## src/rtl/trilerp_pkg.sv

```systemverilog
package trilerp_pkg;
    localparam int VOX_W = 8;   // voxel and sample width
    localparam int WGT_W = 8;   // resampling weight width, weight = w / 2**WGT_W

    typedef logic [VOX_W-1:0] voxel_t;
    typedef logic [WGT_W-1:0] weight_t;
endpackage

```

## src/rtl/trilerp_lerp.sv

```systemverilog
// One linear interpolator with a single multiplier: lo + (hi - lo) * w / 2**WGT_W.
module trilerp_lerp
    import trilerp_pkg::*;
(
    input  voxel_t  hi,
    input  voxel_t  lo,
    input  weight_t w,
    output voxel_t  y
);
    localparam int ACC_W = VOX_W + WGT_W + 3;

    logic signed [ACC_W-1:0] diff;
    logic signed [ACC_W-1:0] wgt;
    logic signed [ACC_W-1:0] base;
    logic signed [ACC_W-1:0] acc;

    always_comb begin
        diff = $signed({{(ACC_W-VOX_W){1'b0}}, hi}) - $signed({{(ACC_W-VOX_W){1'b0}}, lo});
        wgt  = $signed({{(ACC_W-WGT_W){1'b0}}, w});
        base = $signed({{(ACC_W-VOX_W-WGT_W){1'b0}}, lo, {WGT_W{1'b0}}});
        acc  = diff * wgt + base;
        y    = acc[VOX_W+WGT_W-1 -: VOX_W];
    end

    // the truncated result stays between the two neighbours
    always_comb begin
        p_lerp_bounds_r2: assert ((acc >= 0) &&
                                  ((hi >= lo) ? (y >= lo && y <= hi) : (y >= hi && y <= lo)));
    end
endmodule

```

## src/rtl/trilerp_slice_fifo.sv

```systemverilog
// Slice delay line: returns the value written DEPTH accepted cycles earlier.
module trilerp_slice_fifo
    import trilerp_pkg::*;
#(
    parameter int DEPTH = 64
) (
    input  logic   clk,
    input  logic   rst_n,
    input  logic   en,
    input  voxel_t din,
    output voxel_t dout
);
    localparam int PTR_W = (DEPTH > 1) ? $clog2(DEPTH) : 1;

    typedef struct packed {
        logic [PTR_W-1:0] ptr;
    } fifo_st_t;

    fifo_st_t st_d, st_q;
    voxel_t   mem [DEPTH];

    always_comb begin
        st_d = st_q;
        if (en) begin
            st_d.ptr = (int'(st_q.ptr) == DEPTH - 1) ? '0 : st_q.ptr + PTR_W'(1);
        end
    end

    always_ff @(posedge clk or negedge rst_n) begin
        if (!rst_n) st_q <= '0;
        else        st_q <= st_d;
    end

    // read-before-write at the same slot gives exactly DEPTH cycles of delay
    always_ff @(posedge clk) begin
        if (en) mem[st_q.ptr] <= din;
    end

    assign dout = mem[st_q.ptr];

    // the ring pointer never leaves the slice length
    p_ptr_in_range_r3: assert property (@(posedge clk) disable iff (!rst_n)
        int'(st_q.ptr) < DEPTH);

    // an idle cycle leaves the slice ring where it was
    p_ptr_hold_r8: assert property (@(posedge clk) disable iff (!rst_n)
        !en |=> $stable(st_q.ptr));
endmodule

```

## src/rtl/trilerp_beam_window.sv

```systemverilog
// Short shift line giving the X, Y and XY neighbours of the incoming voxel.
module trilerp_beam_window
    import trilerp_pkg::*;
#(
    parameter int NX = 8
) (
    input  logic   clk,
    input  logic   rst_n,
    input  logic   en,
    input  voxel_t din,
    output voxel_t tap_x,
    output voxel_t tap_y,
    output voxel_t tap_xy
);
    typedef struct packed {
        logic [NX:0][VOX_W-1:0] sh;
    } win_st_t;

    win_st_t st_d, st_q;

    always_comb begin
        st_d = st_q;
        if (en) begin
            st_d.sh = {st_q.sh[NX-1:0], din};
        end
    end

    always_ff @(posedge clk or negedge rst_n) begin
        if (!rst_n) st_q <= '0;
        else        st_q <= st_d;
    end

    assign tap_x  = st_q.sh[0];
    assign tap_y  = st_q.sh[NX-1];
    assign tap_xy = st_q.sh[NX];

    // the neighbourhood window holds still while no voxel is accepted
    p_window_hold_r8: assert property (@(posedge clk) disable iff (!rst_n)
        !en |=> $stable(st_q.sh));
endmodule

```

## src/rtl/trilinear_sampler.sv

```systemverilog
module trilinear_sampler
    import trilerp_pkg::*;
#(
    parameter int NX     = 8,
    parameter int NY     = 8,
    parameter int CTRL_W = 13
) (
    input  logic              clk,
    input  logic              rst_n,
    input  logic              in_valid,
    input  logic              in_sov,
    input  logic [VOX_W-1:0]  in_voxel,
    input  logic [WGT_W-1:0]  in_wx,
    input  logic [WGT_W-1:0]  in_wy,
    input  logic [WGT_W-1:0]  in_wz,
    input  logic [CTRL_W-1:0] in_ctrl,
    output logic              out_valid,
    output logic [VOX_W-1:0]  out_sample,
    output logic [CTRL_W-1:0] out_ctrl
);
    localparam int SLICE  = NX * NY;
    localparam int FILL   = SLICE + NX + 1;      // first index with a full cube
    localparam int FILL_W = $clog2(FILL + 1);
    localparam int N_X    = 4;                   // interpolators per level
    localparam int N_Y    = N_X / 2;

    typedef struct packed {
        logic [FILL_W-1:0]          fill;
        logic                       s1_valid;
        logic [N_X-1:0][VOX_W-1:0]  s1_x;
        weight_t                    s1_wy;
        weight_t                    s1_wz;
        logic [CTRL_W-1:0]          s1_ctrl;
        logic                       s2_valid;
        logic [N_Y-1:0][VOX_W-1:0]  s2_y;
        weight_t                    s2_wz;
        logic [CTRL_W-1:0]          s2_ctrl;
        logic                       s3_valid;
        voxel_t                     s3_sample;
        logic [CTRL_W-1:0]          s3_ctrl;
    } pipe_st_t;

    pipe_st_t st_d, st_q;

    // ---------------- neighbourhood alignment ----------------
    voxel_t cur_x, cur_y, cur_xy;
    voxel_t prev_vox, prv_x, prv_y, prv_xy;

    trilerp_beam_window #(.NX(NX)) u_win_cur (
        .clk(clk), .rst_n(rst_n), .en(in_valid), .din(in_voxel),
        .tap_x(cur_x), .tap_y(cur_y), .tap_xy(cur_xy)
    );

    trilerp_slice_fifo #(.DEPTH(SLICE)) u_slice (
        .clk(clk), .rst_n(rst_n), .en(in_valid), .din(in_voxel), .dout(prev_vox)
    );

    trilerp_beam_window #(.NX(NX)) u_win_prev (
        .clk(clk), .rst_n(rst_n), .en(in_valid), .din(prev_vox),
        .tap_x(prv_x), .tap_y(prv_y), .tap_xy(prv_xy)
    );

    // corner index {z,y,x}: a set bit marks the newer neighbour on that axis
    logic [2*N_X-1:0][VOX_W-1:0] corner;
    assign corner = {in_voxel, cur_x, cur_y, cur_xy, prev_vox, prv_x, prv_y, prv_xy};

    // ---------------- interpolation tree ----------------
    logic [N_X-1:0][VOX_W-1:0] x_res;
    logic [N_Y-1:0][VOX_W-1:0] y_res;
    voxel_t                    z_res;

    for (genvar g = 0; g < N_X; g++) begin : g_lerp_x
        trilerp_lerp u_lerp (
            .hi(corner[2*g+1]), .lo(corner[2*g]), .w(in_wx), .y(x_res[g])
        );
    end

    for (genvar g = 0; g < N_Y; g++) begin : g_lerp_y
        trilerp_lerp u_lerp (
            .hi(st_q.s1_x[2*g+1]), .lo(st_q.s1_x[2*g]), .w(st_q.s1_wy), .y(y_res[g])
        );
    end

    trilerp_lerp u_lerp_z (
        .hi(st_q.s2_y[1]), .lo(st_q.s2_y[0]), .w(st_q.s2_wz), .y(z_res)
    );

    // ---------------- next state ----------------
    logic [FILL_W-1:0] idx;

    always_comb begin
        st_d = st_q;
        idx  = in_sov ? '0 : st_q.fill;
        if (in_valid) begin
            st_d.fill = (idx == FILL_W'(FILL)) ? idx : idx + FILL_W'(1);
        end

        st_d.s1_valid  = in_valid && (idx == FILL_W'(FILL));
        st_d.s1_x      = x_res;
        st_d.s1_wy     = in_wy;
        st_d.s1_wz     = in_wz;
        st_d.s1_ctrl   = in_ctrl;

        st_d.s2_valid  = st_q.s1_valid;
        st_d.s2_y      = y_res;
        st_d.s2_wz     = st_q.s1_wz;
        st_d.s2_ctrl   = st_q.s1_ctrl;

        st_d.s3_valid  = st_q.s2_valid;
        st_d.s3_sample = z_res;
        st_d.s3_ctrl   = st_q.s2_ctrl;
    end

    always_ff @(posedge clk or negedge rst_n) begin
        if (!rst_n) st_q <= '0;
        else        st_q <= st_d;
    end

    assign out_valid  = st_q.s3_valid;
    assign out_sample = st_q.s3_sample;
    assign out_ctrl   = st_q.s3_ctrl;

    // ---------------- assertions ----------------
    // a start-of-volume voxel never yields a sample
    p_sov_starts_fill_r6: assert property (@(posedge clk) disable iff (!rst_n)
        (in_valid && in_sov) |=> !st_q.s1_valid);

    // no accepted voxel, no sample entering the tree
    p_idle_no_sample_r8: assert property (@(posedge clk) disable iff (!rst_n)
        !in_valid |=> !st_q.s1_valid);

    // every valid output traces back to a voxel accepted three cycles earlier
    p_latency_r5: assert property (@(posedge clk) disable iff (!rst_n)
        out_valid |-> $past(in_valid, 3));
endmodule

```

## config.mk

```make
export PLATFORM = sky130hd
export DESIGN_NAME = trilinear_sampler
export DESIGN_NICKNAME = d
export VERILOG_FILES = /design/src/rtl/trilerp_pkg.sv /design/src/rtl/trilerp_lerp.sv /design/src/rtl/trilerp_slice_fifo.sv /design/src/rtl/trilerp_beam_window.sv /design/src/rtl/trilinear_sampler.sv
export SDC_FILE = /design/constraint.sdc
export NUM_CORES = 2
export LEC_CHECK = 0
export BUFFER_PORTS_ARGS = -buffer_cell sky130_fd_sc_hd__buf_2
export CELL_PAD_IN_SITES_DETAIL_PLACEMENT = 1
export CELL_PAD_IN_SITES_GLOBAL_PLACEMENT = 1
export CORE_MARGIN = 3
export CORE_UTILIZATION = 53
export CTS_CLUSTER_SIZE = 40
export DETAILED_ROUTE_END_ITERATION = 8
export GPL_TIMING_DRIVEN = 0
export PLACE_DENSITY_LB_ADDON = 0.1
export SYNTH_ARGS = -nofsm -noshare
export SYNTH_HDL_FRONTEND = slang
export SYNTH_SLANG_ARGS = --single-unit
```

## constraint.sdc

```tcl
create_clock -name clk -period 10.2 [get_ports clk]
set_input_delay 1.53 -clock clk [delete_from_list [all_inputs] [get_ports clk]]
set_output_delay 1.53 -clock clk [all_outputs]
set_load 0.01 [all_outputs]
```

Word-level counts from Yosys, hierarchy flattened
Memory sizes are Yosys's and may differ from the RTL's.
Cells that the tools add are included.
- RAM bits: 512
- bits of input ports: 49
- bits in read-only memories: 0
- flip-flop bits (word level): 279
- bits in latches: 0
- memories: 1
- bitwise operators: 0
- muxes and demuxes: 5
- $add $sub $neg: 16
- reductions and logical operators: 1
- div/mod/pow operators: 0
- eq/ne operators: 2
- shift-type cells: 0
- $lt $le $gt $ge: 0
- multipliers: 7
- memory list (name ; depth ; bits a word ; read ports ; clocked after memory_dff ; write ports ; RTL line ; text):
    u_slice.mem ; 64 ; 8 ; 1 ; 0 ; 1 ; trilerp_slice_fifo.sv:20 ; voxel_t mem [DEPTH];
- operators with widths (operator ; number):
    19-bit by 9-bit multiplier with 16-bit output ; 7
    16-bit adder ; 7
    8-bit by 8-bit subtractor with 9-bit output ; 7
    7-bit two-way mux ; 2
    7-bit by 1-bit adder with 7-bit output, second input constant ; 1
    7-bit == test, second input constant ; 1
    6-bit by 1-bit adder with 6-bit output, second input constant ; 1
    6-bit by 1-bit == test with 1-bit output, second input constant ; 1
    6-bit two-way mux ; 1
    1-bit two-way mux ; 2
    1-bit logical AND ; 1

Longest topological paths before layout
An unclocked memory read counts as a cell.
- depth after elaboration: 4
- mapped depth: 35
- gate-level depth less buffers: 31

Hierarchy
From an unflattened synthesis, not the netlist that was laid out.
- cell total of the unflattened synthesis: 4121
- area, all modules: 51423.1 µm²
- by module, submodules not included (module ; times used ; area an instance (µm²) ; cells an instance):
    trilerp_slice_fifo ; 1 ; 20489.7 ; 1211
    trilerp_beam_window ; 2 ; 3206.8 ; 176
    trilerp_lerp (g_lerp_x[1].u_lerp ...) ; 2 ; 2974.1 ; 336
    trilinear_sampler ; 1 ; 3666.0 ; 188
    trilerp_lerp (g_lerp_x[3].u_lerp) ; 1 ; 3002.9 ; 339
    trilerp_lerp (g_lerp_y[0].u_lerp) ; 1 ; 2989.1 ; 341
    trilerp_lerp (g_lerp_y[1].u_lerp) ; 1 ; 2979.1 ; 340
    trilerp_lerp (u_lerp_z) ; 1 ; 2967.8 ; 340
    trilerp_lerp (g_lerp_x[0].u_lerp) ; 1 ; 2966.6 ; 338

Worst setup path before layout
Ideal clock, no wire load.
- path type: register -> register
- start: register u_slice.st_q[2] (netlist bit)
- end: register st_q[103] (netlist bit)
- data arrival time: 7.858 ns
- clock period less this slack: 7.938 ns
- slack: 2.262 ns
- data required time: 10.120 ns
- cell stages (with the launch flop): 30
- path buffers: 2
- path through: dfrtp_1 buf_6 buf_2 mux2_2 a221oi_1 o21bai_1 a21oi_1 or4_1 nor3_2 ha_1 inv_1 fa_1 nand3_1 nand2_1 a31o_2 a311oi_1 nand2_1 fa_1 inv_1 fa_1 fa_1 fa_1 fa_1 ha_1 or2_2 a311oi_1 o21bai_1 a21o_1 a21oi_1 xnor2_1
- longest elaborated chain between the ends: 4
- ends and longest elaborated chain (element ; RTL line ; text):
    start: declaration ; trilerp_slice_fifo.sv:19 ; fifo_st_t st_d, st_q;
    start signal: assignment ; trilerp_slice_fifo.sv:31 ; else st_q <= st_d;
    memory 64 x 8 bit ; -- ;
    8-bit by 8-bit subtractor with 9-bit output ; trilerp_lerp.sv:18 ; diff = $signed({{(ACC_W-VOX_W){1'b0}}, hi}) - $signed({{(ACC_W-VOX_W){1'b0}}, lo});
    19-bit by 9-bit multiplier with 16-bit output ; trilerp_lerp.sv:21 ; acc = diff * wgt + base;
    16-bit adder ; trilerp_lerp.sv:21 ;
    via g_lerp_x[1].u_lerp.acc[14] ; trilerp_lerp.sv:15 ; logic signed [ACC_W-1:0] acc;
    end signal: assignment ; trilinear_sampler.sv:116 ; else st_q <= st_d;
    end: declaration ; trilinear_sampler.sv:43 ; pipe_st_t st_d, st_q;
The timed path passes the listed nets, and every way through them passes these cells.
A chain may end at the register's enable or synchronous reset.

Final worst setup path
- start: register u_slice.st_q[2] (netlist bit)
- end: register st_q[104] (netlist bit)
- longest elaborated chain between the ends: 4
- ends and longest elaborated chain (element ; RTL line ; text):
    memory 64 x 8 bit ; -- ;
    via g_lerp_x[1].u_lerp.hi[2] ; trilerp_lerp.sv:5 ; input voxel_t hi,
    8-bit by 8-bit subtractor with 9-bit output ; trilerp_lerp.sv:18 ;
    19-bit by 9-bit multiplier with 16-bit output ; trilerp_lerp.sv:21 ;
    16-bit adder ; trilerp_lerp.sv:21 ;
    via g_lerp_x[1].u_lerp.acc[15] ; trilerp_lerp.sv:15 ;
The timed path passes the listed nets, and every way through them passes these cells.

==> out/metrics.cfg <==
[placement]
gp_congestion=0.9693
post-place-ws_ns=-1.177
hpwl_mm=101.9
port_buffers=65

[clock_tree]
insertion_delay_ns=0.65
cts_tree=built
clockBufferDepth=3
cts_made_buffers=85
clk_pin_slew_ns=0.06
cts-root-buf=clkbuf_16
clock-sinks=791
htree_levels=3

[critical_path]
critPathKind=reg -> reg
cp_common_cell=fa_1
end_kind=flip-flop
slowest_stage=o21ai_0
r2r_setup_slack_ns=0.17
startpoint_type=flip-flop
cp.required_ns=10.67
critPathBufInv=9
cp_max_fo=10
max_stage_delay_ns=0.66
critPathArrivalTime_ns=10.50
path_delay_family=adder cells
reg2reg_from=u_slice.st_q[2]
startpoint=u_slice.st_q[2]

[synth]
synthArstFlopShare=0.3527
ys_seq_area_frac=0.4551
synthFlopType=edfxtp_1
netlist_instances=3920
synth.avg_cell_area_sq_um=12.53
synth_area_sq_um=49130
synth_cell_types=79
yosysWarningCount=0
syn_nets=4668
synth-seq-cells=791
synth_edf_count=512

[grt]
grt_pass1_wl_mm=212.5
grt_pass1_vias=33690
grt_overflow=0
track_usage=0.3009
antenna_found_initial=9
grt_max_degree=123

[route]
drcViolationCount=0
avgRoutedWirePerCell_um=26.25
wl_met1_mm=58.36
drt_iter0_drc=2936
via_per_inst=5.815
via_count=31320
wl_met2_mm=67.34
route.met3.wl_mm=10.96
top_layer_used=met4
firstDrtPassIters=6
ant_nets=0
totalWireLength_mm=141.4

[timing]
slew_headroom=0.03438
hold_ws_ns=0.3435
period_minus_slack_ns=10.03
worst_pin_slew_ns=1.448
final-hold-violation-count=0
slew_viol_final=0
setup_viol=0
period_share=0.9837
skew_ns=0.02792
fin_ws_ns=0.1665
fmax_mhz=99.67

[status]
outcome=finished, final reports clean

[die]
die_w_um=310.5
design.die.area_sq_um=96390
num_rows=111
coreArea_sq_um=91800
ioPinCount=71
die_y_um=310.5
floorplan.initialDensity=0.5352

[flow_run]
maxCapViolations=0

[hold_path]
hp-start=st_d[39]
hp-class=reg -> reg

[cells_and_area]
drive_above_1_share=0.1186
layout.nets=4825
post-route-util=0.5884
num-fill-cells=9198
area_delta_synth_final_pct=9.953

-- sequential cells by signal, summed over array words and instances (netlist names) --
signal and count:
out_ctrl 13, u_win_prev.tap_y 8, u_win_cur.tap_x 8, u_win_cur.tap_y 8
out_valid 1, u_win_prev.st_q 48, u_slice.st_q 6, out_sample 8
u_win_prev.tap_xy 8, u_win_cur.tap_xy 8, u_win_prev.tap_x 8, u_slice.mem 512
st_d 36, st_q 71, u_win_cur.st_q 48
-- kinds of logic (layout without fill, tap and decap cells) --
group           count (synthesis)  count (layout)  share of synthesized area
other cells                     0               2                          0
mux                           253             253                    0.06787
compound gates                391             391                    0.05598
buf+inv                       761             982                    0.06163
flops                         791             791                     0.4551
fa+ha+maj                     699             699                     0.2439
simple gates                  867             867                    0.08741
xor+xnor                      158             158                    0.02817
-- metrics by stage --
stage	cells	instance area, sq um	setup TNS, ns
CTS	5381	53880	0
floorplan	3920	49130	0
finish	5386	54020	0
detailed placement	5230	51070	-6.348
global placement	5228	51010	-6.241
global route	5384	54010	-0.05629
-- Yosys cell counts, types with 48 or more instances --
cell      instances  area share
a21oi_1          57      0.0058
dfrtp_1         279        0.14
nor2b_1          77      0.0098
fa_1            431        0.18
xor2_1           54      0.0096
edfxtp_1        512        0.31
mux2i_1          50       0.010
a221oi_1         64       0.011
clkbuf_1         92      0.0070
ha_1            268       0.068
mux4_2           48       0.022
o21ai_0          74      0.0075
mux2_2          152       0.035
xnor2_1         104       0.019
inv_1           599       0.046
nor2_1          155       0.012
and2_1          223       0.028
nand2_1         299       0.023
-- placed cells by master (no fill, tap or decap), drive strengths merged, types with 28 or more instances in the layout --
cell type,count
a21oi,57
a221oi,66
and2,226
buf,130
clkbuf,209
clkinv,28
dfrtp,279
edfxtp,512
fa,431
ha,268
inv,603
mux2,155
mux2i,50
mux4,48
nand2,299
nand2b,28
nor2,156
nor2b,77
o21ai,76
xnor2,104
xor2,54
-- final timing paths --
| check | endpoint | depth (start not counted) |
|---|---|---|
| worst max-delay path | st_q[104] | 31 |
| worst min-delay path | st_q[39] | 0 |
| worst max register to register | st_q[104] | 31 |
| worst min register to register | st_q[39] | 0 |
| max in group asynchronous | st_q[124] | 3 |
| min in group asynchronous | st_d[5] | 1 |
-- metal layers --
| layer | vias to the layer above | GRT usage |
|---|---|---|
| li1 | 13380 | - |
| met1 | 16480 | 0.4147 |
| met2 | 1195 | 0.4868 |
| met3 | 266 | 0.05629 |
| met4 | 0 | 0.09911 |
| met5 | - | 0 |
-- what timing repair did --
| item | 4_1_cts | 5_1_grt |
|---|---|---|
| gates resized for setup | 28 | 21 |
| hold buffers | 0 | 0 |
| setup endpoints to repair | 8 | 7 |
| pin swaps | 0 | 1 |
| buffers inserted | 0 | 3 |
-- final cells by class --
| cell class | instances | area (sq um) | area share |
|---|---|---|---|
| Antenna cell | 2 | 5.005 | 0.00009265 |
| Buffer | 159 | 834.6 | 0.01545 |
| Clock buffer | 114 | 2311 | 0.04278 |
| Clock inverter | 37 | 381.6 | 0.007065 |
| Inverter | 601 | 2256 | 0.04176 |
| Multi-Input combinational cell | 2368 | 23880 | 0.4420 |
| Sequential cell | 791 | 22360 | 0.4139 |
| Tap cell | 1243 | 1555 | 0.02879 |
| Timing Repair Buffer | 71 | 440.4 | 0.008153 |
-- worst reg2reg max path, delay by kind of cell, from the launching register on --
family | cells | cell delay (ns)
AOI/OAI and AO/OA | 9 | 2.16
and+or+nand+nor | 4 | 1.11
xor gates and xnor gates | 2 | 0.56
adders and majority gates | 7 | 3.27
DFF | 1 | 0.35
buffers and inverters | 9 | 2.40
Power is left out: the tool's default activity adds up to more than one toggle a clock period on the data nets, which glitch-free logic cannot reach.
